--- src/rtl/hsw_pkg.sv ---
package hsw_pkg;
  localparam int REG_RW = 6;
  localparam int REG_RD = 7;
  localparam int B_WEN  = 0;
  localparam int B_WSTS = 1;
  localparam int B_INS  = 2;
  localparam int B_REM  = 3;
  localparam int B_LED  = 4;
  localparam int B_CFG  = 5;
  localparam int B_SW   = 6;

  // Wake support lookup: one mask bit per power state.
  function automatic logic wake_supported(input logic [3:0] mask, input logic [1:0] ps);
    return mask[ps];
  endfunction

  // True on the last count of a stability window.
  function automatic logic window_full(input int unsigned cnt, input int unsigned len);
    return cnt == len - 1;
  endfunction
endpackage

--- src/rtl/rst_sync.sv ---
module rst_sync (
  input  logic clk,
  input  logic arst_ni,
  output logic rst_no
);
  logic [1:0] stage;
  always_ff @(posedge clk or negedge arst_ni) begin
    if (!arst_ni) stage <= 2'b00;
    else          stage <= {stage[0], 1'b1};
  end
  assign rst_no = stage[1];
endmodule

--- src/rtl/sync_2ff.sv ---
module sync_2ff #(
  parameter int WIDTH = 2
) (
  input  logic             clk,
  input  logic             rst_ni,
  input  logic [WIDTH-1:0] d,
  output logic [WIDTH-1:0] q
);
  for (genvar g = 0; g < WIDTH; g++) begin : g_bit
    logic meta, hold;
    always_ff @(posedge clk or negedge rst_ni) begin
      if (!rst_ni) begin
        meta <= 1'b0;
        hold <= 1'b0;
      end else begin
        meta <= d[g];
        hold <= meta;
      end
    end
    assign q[g] = hold;
  end
endmodule

--- src/rtl/switch_debounce.sv ---
module switch_debounce
  import hsw_pkg::*;
#(
  parameter int DEB_LEN = 16
) (
  input  logic clk,
  input  logic rst_ni,
  input  logic hold,
  input  logic raw,
  output logic level,
  output logic rise,
  output logic fall
);
  localparam int CW = (DEB_LEN > 1) ? $clog2(DEB_LEN) : 1;

  logic [CW-1:0] cnt, cnt_d;
  logic          differs, accept;

  assign differs = !hold && (raw != level);
  assign accept  = differs && window_full(32'(cnt), DEB_LEN);
  assign rise    = accept && raw;
  assign fall    = accept && !raw;

  always_comb begin
    if (!differs || accept) cnt_d = '0;
    else                    cnt_d = cnt + CW'(1);
  end

  always_ff @(posedge clk or negedge rst_ni) begin
    if (!rst_ni) begin
      cnt   <= '0;
      level <= 1'b0;
    end else begin
      cnt <= cnt_d;
      if (accept) level <= raw;
    end
  end

  p_no_move_when_driven_r8: assert property (@(posedge clk) disable iff (!rst_ni)
    $past(hold) |-> $stable(level));
  p_full_window_r9: assert property (@(posedge clk) disable iff (!rst_ni)
    (level != $past(level)) |-> $past(cnt == CW'(DEB_LEN - 1)));
endmodule

--- src/rtl/hsw_wake_ctrl.sv ---
module hsw_wake_ctrl
  import hsw_pkg::*;
#(
  parameter logic [3:0] WAKE_MASK = 4'b1011,
  parameter int         DEB_LEN   = 16
) (
  input  logic              clk,
  input  logic              arst_n,
  input  logic              wake_req_n,
  input  logic [1:0]        pwr_state,
  input  logic              reg_wr,
  input  logic [REG_RW-1:0] reg_wdata,
  output logic [REG_RD-1:0] reg_rdata,
  input  logic              lstat_in,
  output logic              lstat_oe,
  output logic              lstat_out,
  output logic              wake_drv_lo,
  output logic              enum_drv_lo
);
  logic rst_i;
  logic wake_low, sw_raw;
  logic sw_closed, sw_rise, sw_fall;

  logic en_q, sts_q, ins_q, rem_q, led_q, cfg_q, seen_q, act_q;
  logic en_d, sts_d, ins_d, rem_d, led_d, cfg_d, seen_d, act_d;

  // Named internal events
  logic wake_ok, wake_qual, clr_sts, clr_ins, clr_rem;

  rst_sync u_rst (
    .clk     (clk),
    .arst_ni (arst_n),
    .rst_no  (rst_i)
  );

  sync_2ff #(.WIDTH(2)) u_sync (
    .clk    (clk),
    .rst_ni (rst_i),
    .d      ({~wake_req_n, lstat_in}),
    .q      ({wake_low, sw_raw})
  );

  switch_debounce #(.DEB_LEN(DEB_LEN)) u_deb (
    .clk    (clk),
    .rst_ni (rst_i),
    .hold   (led_q),
    .raw    (sw_raw),
    .level  (sw_closed),
    .rise   (sw_rise),
    .fall   (sw_fall)
  );

  assign wake_ok   = wake_supported(WAKE_MASK, pwr_state);
  assign wake_qual = wake_low && wake_ok;
  assign clr_sts   = reg_wr && reg_wdata[B_WSTS];
  assign clr_ins   = reg_wr && reg_wdata[B_INS];
  assign clr_rem   = reg_wr && reg_wdata[B_REM];

  always_comb begin
    en_d   = reg_wr ? reg_wdata[B_WEN] : en_q;
    led_d  = reg_wr ? reg_wdata[B_LED] : led_q;
    cfg_d  = reg_wr ? reg_wdata[B_CFG] : cfg_q;
    sts_d  = wake_low || (sts_q && !clr_sts);
    act_d  = en_d && sts_d && (act_q || wake_qual);
    seen_d = seen_q || sw_rise;
    ins_d  = (sw_rise && !seen_q) || (ins_q && !clr_ins);
    rem_d  = (sw_fall && cfg_q) || (rem_q && !clr_rem);
  end

  always_ff @(posedge clk or negedge rst_i) begin
    if (!rst_i) begin
      en_q   <= 1'b0;
      sts_q  <= 1'b0;
      ins_q  <= 1'b0;
      rem_q  <= 1'b0;
      led_q  <= 1'b0;
      cfg_q  <= 1'b0;
      seen_q <= 1'b0;
      act_q  <= 1'b0;
    end else begin
      en_q   <= en_d;
      sts_q  <= sts_d;
      ins_q  <= ins_d;
      rem_q  <= rem_d;
      led_q  <= led_d;
      cfg_q  <= cfg_d;
      seen_q <= seen_d;
      act_q  <= act_d;
    end
  end

  assign wake_drv_lo = act_q;
  assign enum_drv_lo = ins_q || rem_q;
  assign lstat_oe    = led_q;
  assign lstat_out   = led_q;
  assign reg_rdata   = {sw_closed, cfg_q, led_q, rem_q, ins_q, sts_q, en_q};

  p_wake_start_r1: assert property (@(posedge clk) disable iff (!rst_i)
    $rose(act_q) |-> $past(wake_qual));
  p_wake_needs_en_r2: assert property (@(posedge clk) disable iff (!rst_i)
    wake_drv_lo |-> reg_rdata[B_WEN]);
  p_wake_needs_sts_r2: assert property (@(posedge clk) disable iff (!rst_i)
    wake_drv_lo |-> reg_rdata[B_WSTS]);
  p_sts_low_sets_r3: assert property (@(posedge clk) disable iff (!rst_i)
    $past(wake_low) |-> sts_q);
  p_ins_first_only_r4: assert property (@(posedge clk) disable iff (!rst_i)
    $rose(ins_q) |-> !$past(seen_q));
  p_rem_needs_cfg_r4: assert property (@(posedge clk) disable iff (!rst_i)
    $rose(rem_q) |-> $past(sw_fall && cfg_q));
  p_ins_clear_r5: assert property (@(posedge clk) disable iff (!rst_i)
    $fell(ins_q) |-> $past(clr_ins));
  p_rem_clear_r5: assert property (@(posedge clk) disable iff (!rst_i)
    $fell(rem_q) |-> $past(clr_rem));
endmodule

--- config.mk ---
export PLATFORM = sky130hd
export DESIGN_NAME = hsw_wake_ctrl
export DESIGN_NICKNAME = d
export VERILOG_FILES = /design/src/rtl/hsw_pkg.sv /design/src/rtl/rst_sync.sv /design/src/rtl/sync_2ff.sv /design/src/rtl/switch_debounce.sv /design/src/rtl/hsw_wake_ctrl.sv
export SDC_FILE = /design/constraint.sdc
export NUM_CORES = 1
export LEC_CHECK = 0
export CAP_MARGIN = 0
export CORE_AREA = 2 2 40 42
export DETAILED_ROUTE_END_ITERATION = 7
export DIE_AREA = 0 0 42 44
export DONT_BUFFER_PORTS = 1
export PLACE_DENSITY_LB_ADDON = 0.25
export SLEW_MARGIN = 15
export SYNTH_ARGS = -nofsm -noshare
export SYNTH_HDL_FRONTEND = slang
export SYNTH_SLANG_ARGS = --single-unit
--- constraint.sdc ---
create_clock -name clk -period 1.1 [get_ports clk]
set_input_delay 0.275 -clock clk [delete_from_list [all_inputs] [get_ports clk]]
set_output_delay 0.275 -clock clk [all_outputs]
set_load 0.02 [all_outputs]
==> results of run 1 <==
-- logic make-up after synthesis --
family / after synthesis / synth area share, %
compound gates: 5 / 5.58
xor+xnor: 3 / 3.45
fa+ha+maj: 1 / 1.64
buf+inv: 11 / 9.36
flops: 19 / 62.4
mux: 4 / 5.91
other cells: 1 / 0.492
simple gates: 16 / 11.2
-- what timing repair did --
item                                   CTS  global route
pin swaps                                5             1
buffers inserted                         2             5
gates resized for setup                 10             5
hold buffers                             2             1
endpoints found under the hold margin    3             1
setup endpoints to repair               18            18
-- layout by cell type, fill, tap and decap left out --
cell type	count
a31o_4	1
nand3_1	1
a21o_1	2
nand2b_1	1
a22o_1	1
xnor2_1	1
dfrtp_2	1
nor2_1	1
or3b_4	1
buf_6	7
and3_1	1
buf_4	13
nor2_4	1
clkinvlp_4	1
mux2_4	1
nand2_1	3
dlygate4sd3_1	3
conb_1	1
clkbuf_4	3
inv_1	3
nor3_2	1
a32o_1	1
nor2_2	3
or2_4	1
xnor2_2	1
ha_2	1
nand3_4	1
nor3b_1	1
xor2_1	1
mux2_2	3
dfrtp_1	18
-- registers in the layout (all words and copies together), names as in the netlist --
register and cells:
cfg_q 1, en_q 1, ins_q 1, lstat_oe 1, rem_q 1, seen_q 1
sts_q 1, u_deb.cnt 4, u_deb.level 1, u_rst.stage 2, u_sync.g_bit.hold 2, u_sync.g_bit.meta 2
wake_drv_lo 1
-- power breakdown --
group,internal (uW),total (uW),switching (uW)
clock,138,342,204
combinational,93.4,174,80.4
sequential,732,761,29.1
-- layout make-up --
type | count | area [um2]
sequential | 19 | 477
fill | 102 | 404
multi-input combinational | 30 | 270
timing repair buffer | 23 | 206
clock buffer | 3 | 22.5
tap | 16 | 20.0
inverter | 3 | 11.3
clock inverter | 1 | 7.51
-- worst max path at each step --
stage          cells after the start           end  slack [ns]         start
2_1_floorplan                      4   u_deb.level       -0.08  u_deb.cnt[0]
3_3_place_gp                       4  u_deb.cnt[0]        -0.1  u_deb.cnt[1]
3_5_place_dp                       4  u_deb.cnt[0]       -0.12  u_deb.cnt[1]
4_1_cts                            1   enum_drv_lo       -0.15         rem_q
5_1_grt                            4  u_deb.cnt[0]       -0.19  u_deb.cnt[1]
6_report                           4  u_deb.cnt[3]       -0.15  u_deb.cnt[0]
-- worst max-delay path: cells and delay by family, from the launching register on --
kind / cells / cell delay (ns)
AND/OR/NAND/NOR: 3 / 0.58
flip-flops: 1 / 0.40
adder cells (fa/ha/maj): 1 / 0.21
-- layer usage --
metal	part of all wire, %	GRT usage [%]	vias to the layer above	wire [um]
met4	2.6	9.68	0	34
met2	53	28.7	15	689
li1	-	-	228	-
met5	0	0	-	0
met1	38	13.8	228	497
met3	6.2	9.58	4	81
-- metrics by stage --
stage,hold WS (ns),TNS [ns]
final,0.0960,-1.05
after global routing,0.118,-1.73
after CTS,0.00448,-1.16
after detailed placement,-0.0205,-0.567
after global placement,-0.0205,-0.435
after floorplan,-0.0206,-0.305
==> out/metrics.cfg, run 1 <==
[global_route]
grt_antenna_before_repair=0
grt_pass1_vias=498
gr-usage-all-layers_pct=16.2
grt_start_max_net_pins=13
grt_pass1_wl_mm=2.06
gr-total-overflow=0

[critical_path]
critPathRequiredTime_ns=1.33
worstReg2RegEnd=u_deb.cnt[3]
path_class=reg -> reg
worstPathCellList=ha_2 > nand3_4 > or3b_4 > nor2_2
critPathArrivalTime_ns=1.48
slowest_stage=or3b_4
cp_max_fo=3
r2r_slack_ns=-0.15
crit_path_end_kind=flip-flop
r2r_cells=4
rr_startpoint=u_deb.cnt[0]
cpPeakStageDelay_ns=0.41
worstSetupStartpointType=flip-flop

[cts]
clk_path_buf_depth=2
cts_tree=built
cts_root_buffer=clkbuf_4
cts-htree-levels=1
worst_skew_pair.late_latency_ns=0.29
clock-sinks=19
path_clk_slew_ns=0.10
cts_made_buffers=3

[logic_synthesis]
async_flop_share_pct=100
yosysWarnings=0
synth_seq_cells=19
synth_common_cells=dfrtp_1, buf_4, mux2_2, nor2_1
synth_top_flop_cell=dfrtp_1
yosysUniqueCellTypes=22
synth_top_area_share_pct=62.4
yosysMostFrequentCell=dfrtp_1
syn-instance-count=60
syn_nets=74
synthTopCellsByArea=dfrtp_1, buf_4, mux2_2, xnor2_1, a21o_1
syn_area_um2=762
synth_top_area_cell=dfrtp_1
synth_edf_count=0
synth-seq-area-share_pct=62.4
avgSynthCellArea_um2=12.7

[floorplan]
dieArea_um2=1850
start_util_pct=53.7
die_x_um=42
core-area_um2=1420
fp.dieH_um=44
ioPinCount=24
core.rowCount=14

[sta]
slew_violations=0
max_freq_mhz=802
period_share_pct=113
rsz0062_at_grt=true
setup_violations=16
hold_violations=0
fin_worst_skew_ns=0.00310
fin_ws_ns=-0.147
min_period_ns=1.25

[layout]
drive_gt1_share_pct=50.6
post-route-util_pct=71.5
areaGrowthSynthToFinish_pct=33.2
instances_no_fill=95
final_cell_area_um2=1010
nNetsFinal=94
diodes=0

[routing]
post_drt_wl_per_cell_um=13.7
final_antenna_net_count=0
drc=0
via_per_inst=5.00
firstDrtPassIters=3
first_iter_violations=3
drt-total-wl_mm=1.30
vias=475

[placement]
io_buffers=0
pre_cts_ws_ns=-0.125
place_congestion=0.738
dp_hpwl_um=874
place_area_um2=838
dp.cells=81

[pwr]
power.total_uw=1280
peakVddDrop_v=0.000969
power.leakage_uw=0.000477
powerDensity_nw_per_um2=1260

[outcome]
violations=negative setup slack
status=complete, but fails checks

[worst_hold_path]
hp-class=reg -> async

[job]
cap_violations=0

Power figures use the tool's default switching activity.
==> run 2, diff against run 1 <==
==> constraint.sdc (replaced) <==
create_clock -name clk -period 1.3 [get_ports clk]
set_input_delay 0.325 -clock clk [delete_from_list [all_inputs] [get_ports clk]]
set_output_delay 0.325 -clock clk [all_outputs]
set_load 0.02 [all_outputs]
==> run 2 against run 1 <==
Clock skew grew 0.0058 ns. Die area is the same. Critical endpoint is now enum_drv_lo. Final area shrank 18%. The flow now finishes without violations. Largest power group unchanged.
==> out/metrics.cfg, run 2 (same netlist as run 1, synthesis figures left out) <==
[outcome]
status=finished clean

[layout]
final_cell_area_um2=830
drive_gt1_share_pct=35.9
areaGrowthSynthToFinish_pct=8.87
nNetsFinal=79
final_common_cell=dfrtp_1
diodes=0
post-route-util_pct=58.5
regMostFlops=u_deb.cnt
final_cell_mix=dfrtp_1, buf_4, mux2_2
largest_register_ffs=4

[cts]
worst_skew_pair.late_latency_ns=0.29
cts_made_buffers=3
cts_tree=built
cts_root_buffer=clkbuf_4
cts-htree-levels=1
clock-sinks=19
clk_path_buf_depth=2
path_clk_slew_ns=0.11

[pwr]
comb_power_share_pct=7.4
pwr-share-seq_pct=64.7
peakVddDrop_v=0.000800
intPower_uw=771
p_sw_uw=245
swShare_pct=24.1
powerDensity_nw_per_um2=1230
clkPwrFrac_pct=27.9
power.leakage_uw=0.000395

[floorplan]
die_x_um=42
dieArea_um2=1850
ioPinCount=24
core-area_um2=1420
start_util_pct=53.7
fp.dieH_um=44
core.rowCount=14

[routing]
wl_met2_um=468
via_per_inst=5.26
final_antenna_net_count=0
highest-signal-layer=met4
post_drt_wl_per_cell_um=12.5
first_iter_violations=1
firstDrtPassIters=2
m1WireLength_um=464
drt-total-wl_um=997
route.met3.wl_um=49
vias=421
drc=0

[critical_path]
critPathArrivalTime_ns=0.96
path_class=reg -> out
worstPathCellList=or2_4
worstReg2RegEnd=u_deb.level
slowest_stage=dfrtp_1
r2r_cells=4
worstSetupStartpointType=flip-flop
cp_num_buf_inv=0
r2r_slack_ns=0.06
critPathRequiredTime_ns=0.98
rr_startpoint=u_deb.cnt[0]
cp_max_fo=2
cp_top_family=flip-flops
cpPeakStageDelay_ns=0.39
crit_path_end_kind=primary output

[worst_hold_path]
min_from=lstat_in
holdPathEnd=u_sync.g_bit[0].meta
hp-class=in -> reg
holdPathStages=0

[sta]
slew_violations=0
min_period_ns=1.29
period_share_pct=98.9
setup_violations=0
fin_worst_skew_ns=0.00888
whs_ns=0.0606
rsz0062_at_grt=true
max_freq_mhz=778
finalSetupTns_ns=0
hold_violations=0

[placement]
place_congestion=0.664
io_buffers=0
place_area_um2=767
dp_hpwl_um=766

[global_route]
gr-usage-all-layers_pct=13.1
grt_pass1_vias=404
grt_start_max_net_pins=12
gr-total-overflow=0
grt_pass1_wl_mm=1.68
grt_antenna_before_repair=0

[job]
cap_violations=0

## run 2: cell count changes in the layout (fill, tap and decap cells not counted), sizes merged
cell / change
clkinv: +1
buf: -13
dlygate4sd3: -2
clkinvlp: -1
## run 2: layer usage
| metal | track usage, % | vias to the layer above |
|---|---|---|
| met4 | 9.68 | 0 |
| li1 | - | 202 |
| met1 | 16.6 | 207 |
| met5 | 0 | - |
| met3 | 4.17 | 2 |
| met2 | 19.1 | 10 |
## run 2: power by group through the flow
stage	sequential, uW	clock [uW]	combinational, uW
after floorplan	661	0	74.6
after global placement	668	0	65.2
after detailed placement	670	0	66.1
after CTS	658	300	71.3
after global routing	663	323	83.6
final	658	283	75.3
## run 2: worst max-delay path by stage
stage | slack (ns) | end | depth (start not counted) | startpoint
floorplan | 0.05 | u_deb.level | 4 | u_deb.cnt[0]
global placement | 0.05 | u_deb.cnt[1] | 4 | u_deb.cnt[0]
detailed placement | 0.03 | u_deb.cnt[1] | 4 | u_deb.cnt[0]
CTS | -0.001 | enum_drv_lo | 1 | ins_q
global route | -0.03 | enum_drv_lo | 1 | rem_q
finish | 0.01 | enum_drv_lo | 1 | rem_q
## run 2: cell type report
| type | count | area, um2 |
|---|---|---|
| Clock buffer | 3 | 22.5 |
| Inverter | 3 | 11.3 |
| Sequential cell | 19 | 477 |
| Timing Repair Buffer | 8 | 66.3 |
| Tap cell | 16 | 20.0 |
| Multi-Input combinational cell | 30 | 228 |
| Clock inverter | 1 | 5.00 |
| Fill cell | 116 | 589 |
## run 2: stage by stage
step	power (uW)	setup WS, ns	instances
global route	1070	-0.0276	80
finish	1020	0.0149	80
floorplan	736	0.0465	60
CTS	1030	-0.00133	79
global placement	733	0.0529	74
detailed placement	736	0.0281	74
## run 2: what timing repair did
action                                 CTS  global route
setup endpoints to repair                4            10
setup buffers                            0             1
endpoints found under the hold margin    2             0
pin swaps                                0             2
hold buffers                             1             0
resized for setup                        2             4
==> run 3, diff against run 2 <==
--- a/config.mk
+++ b/config.mk
@@ -11,6 +11,7 @@
 export DIE_AREA = 0 0 42 44
 export DONT_BUFFER_PORTS = 1
 export PLACE_DENSITY_LB_ADDON = 0.25
+export RECOVER_POWER = 50
 export SLEW_MARGIN = 15
 export SYNTH_ARGS = -nofsm -noshare
 export SYNTH_HDL_FRONTEND = slang
==> run 3 against run 2 <==
Largest cell class unchanged. Cell count did not move. Count of clock-buffer cells in the layout did not move. Largest power group unchanged. Critical endpoint unchanged. Fmax barely moved. Highest routed layer unchanged.
==> out/metrics.cfg, run 3 (same netlist as run 1, synthesis figures left out) <==
[global_route]
grt_pass1_wl_mm=1.68
grt_start_max_net_pins=12
gr-usage-all-layers_pct=13.1
grt_antenna_before_repair=0
gr-total-overflow=0
grt_pass1_vias=404

[sta]
rsz0062_at_grt=true
setup_violations=0
tightest_slew_ns=0.575
hold_violations=0
finalSetupTns_ns=0
period_share_pct=98.9
slew_violations=0
fin_worst_skew_ns=0.00888
max_slew_margin_pct=61.7
max_freq_mhz=778
whs_ns=0.0605
min_period_ns=1.29

[critical_path]
worstReg2RegEnd=u_deb.level
cp_max_fo=2
cpPeakStageDelay_ns=0.39
path_class=reg -> out
critPathRequiredTime_ns=0.98
cp.depth=1
critPathArrivalTime_ns=0.96
slowest_stage=dfrtp_1
r2r_cells=4
cp_num_buf_inv=0
crit_path_end_kind=primary output
r2r_slack_ns=0.06
cp_top_family=flip-flops
worstSetupStartpointType=flip-flop
rr_startpoint=u_deb.cnt[0]
worstPathCellList=or2_4

[cts]
path_clk_slew_ns=0.11
worst_skew_pair.late_latency_ns=0.29
cts-htree-levels=1
cts_made_buffers=3
clock-sinks=19
clk_path_buf_depth=2
cts_root_buffer=clkbuf_4
cts_tree=built

[placement]
dp_hpwl_um=766
place_congestion=0.664
dp.cells=74
io_buffers=0

[pwr]
power.total_uw=1020
power.leakage_uw=0.000391
powerDensity_nw_per_um2=1230
peakVddDrop_v=0.000800

[routing]
drt-total-wl_um=999
via_per_inst=5.26
final_antenna_net_count=0
drc=0
first_iter_violations=1
vias=421
firstDrtPassIters=2
post_drt_wl_per_cell_um=12.5

[layout]
post-route-util_pct=58.2
final_common_cell=dfrtp_1
regArea_um2=477
multi_input_area_um2=228
regMostFlops=u_deb.cnt
diodes=0
instances_no_fill=80
areaGrowthSynthToFinish_pct=8.37
fill_cells=117
largest_register_ffs=4
final_cell_mix=dfrtp_1, buf_4, mux2_2
drive_gt1_share_pct=34.4
nNetsFinal=79

[floorplan]
core.rowCount=14
ioPinCount=24
dieArea_um2=1850
core-area_um2=1420
die_x_um=42
start_util_pct=53.7
fp.dieH_um=44

[job]
cap_violations=0

[worst_hold_path]
min_from=lstat_in
holdPathEnd=u_sync.g_bit[0].meta
hp-class=in -> reg
holdPathStages=0

[outcome]
status=finished clean

## run 3: area by class of cell
cell class	count	area share [%]
inverters	3	1.36
flip-flops and latches	19	57.7
multi-input cells	30	27.6
clock inverters	1	0.606
repair buffers	8	7.58
well taps	16	2.42
clock buffers	3	2.73
## run 3: routing by layer
metal	GRT usage [%]	share of wire, %
met1	16.6	47
met2	19.1	47
met3	4.17	4.9
met4	9.68	1.4
met5	0	0
## run 3: power by group
| part | switching [uW] | leakage (uW) | internal [uW] | total, uW |
|---|---|---|---|---|
| combinational | 37.8 | 0.000136 | 36.2 | 74.0 |
| sequential | 38.3 | 0.000238 | 619 | 658 |
| clock | 169 | 0.0000177 | 114 | 283 |
## run 3: per-stage QoR
step / worst slack [ns] / area [um2]
2_1_floorplan: 0.0465 / 762
6_report: 0.0149 / 826
3_3_place_gp: 0.0529 / 767
4_1_cts: -0.00133 / 811
5_1_grt: -0.0276 / 826
3_5_place_dp: 0.0281 / 767
## run 3: worst reg2reg max path, stage by stage, from the launching register on
cell and delay, ns:
dfrtp_1 0.38, ha_2 0.20, nand3_2 0.06, nor2_1 0.14
mux2_2 0.34
## run 3: worst max-delay path by stage
stage          slack (ns)           end          from
6_report             0.01   enum_drv_lo         rem_q
5_1_grt             -0.03   enum_drv_lo         rem_q
4_1_cts            -0.001   enum_drv_lo         ins_q
3_5_place_dp         0.03  u_deb.cnt[1]  u_deb.cnt[0]
3_3_place_gp         0.05  u_deb.cnt[1]  u_deb.cnt[0]
2_1_floorplan        0.05   u_deb.level  u_deb.cnt[0]
## run 3: timing repair
item,in CTS,in global routing
cloned,0,0
endpoints found under the setup margin,4,10
pin swaps,0,2
resized for setup,2,4
hold buffers,1,0
endpoints found under the hold margin,2,0
setup buffers,0,1
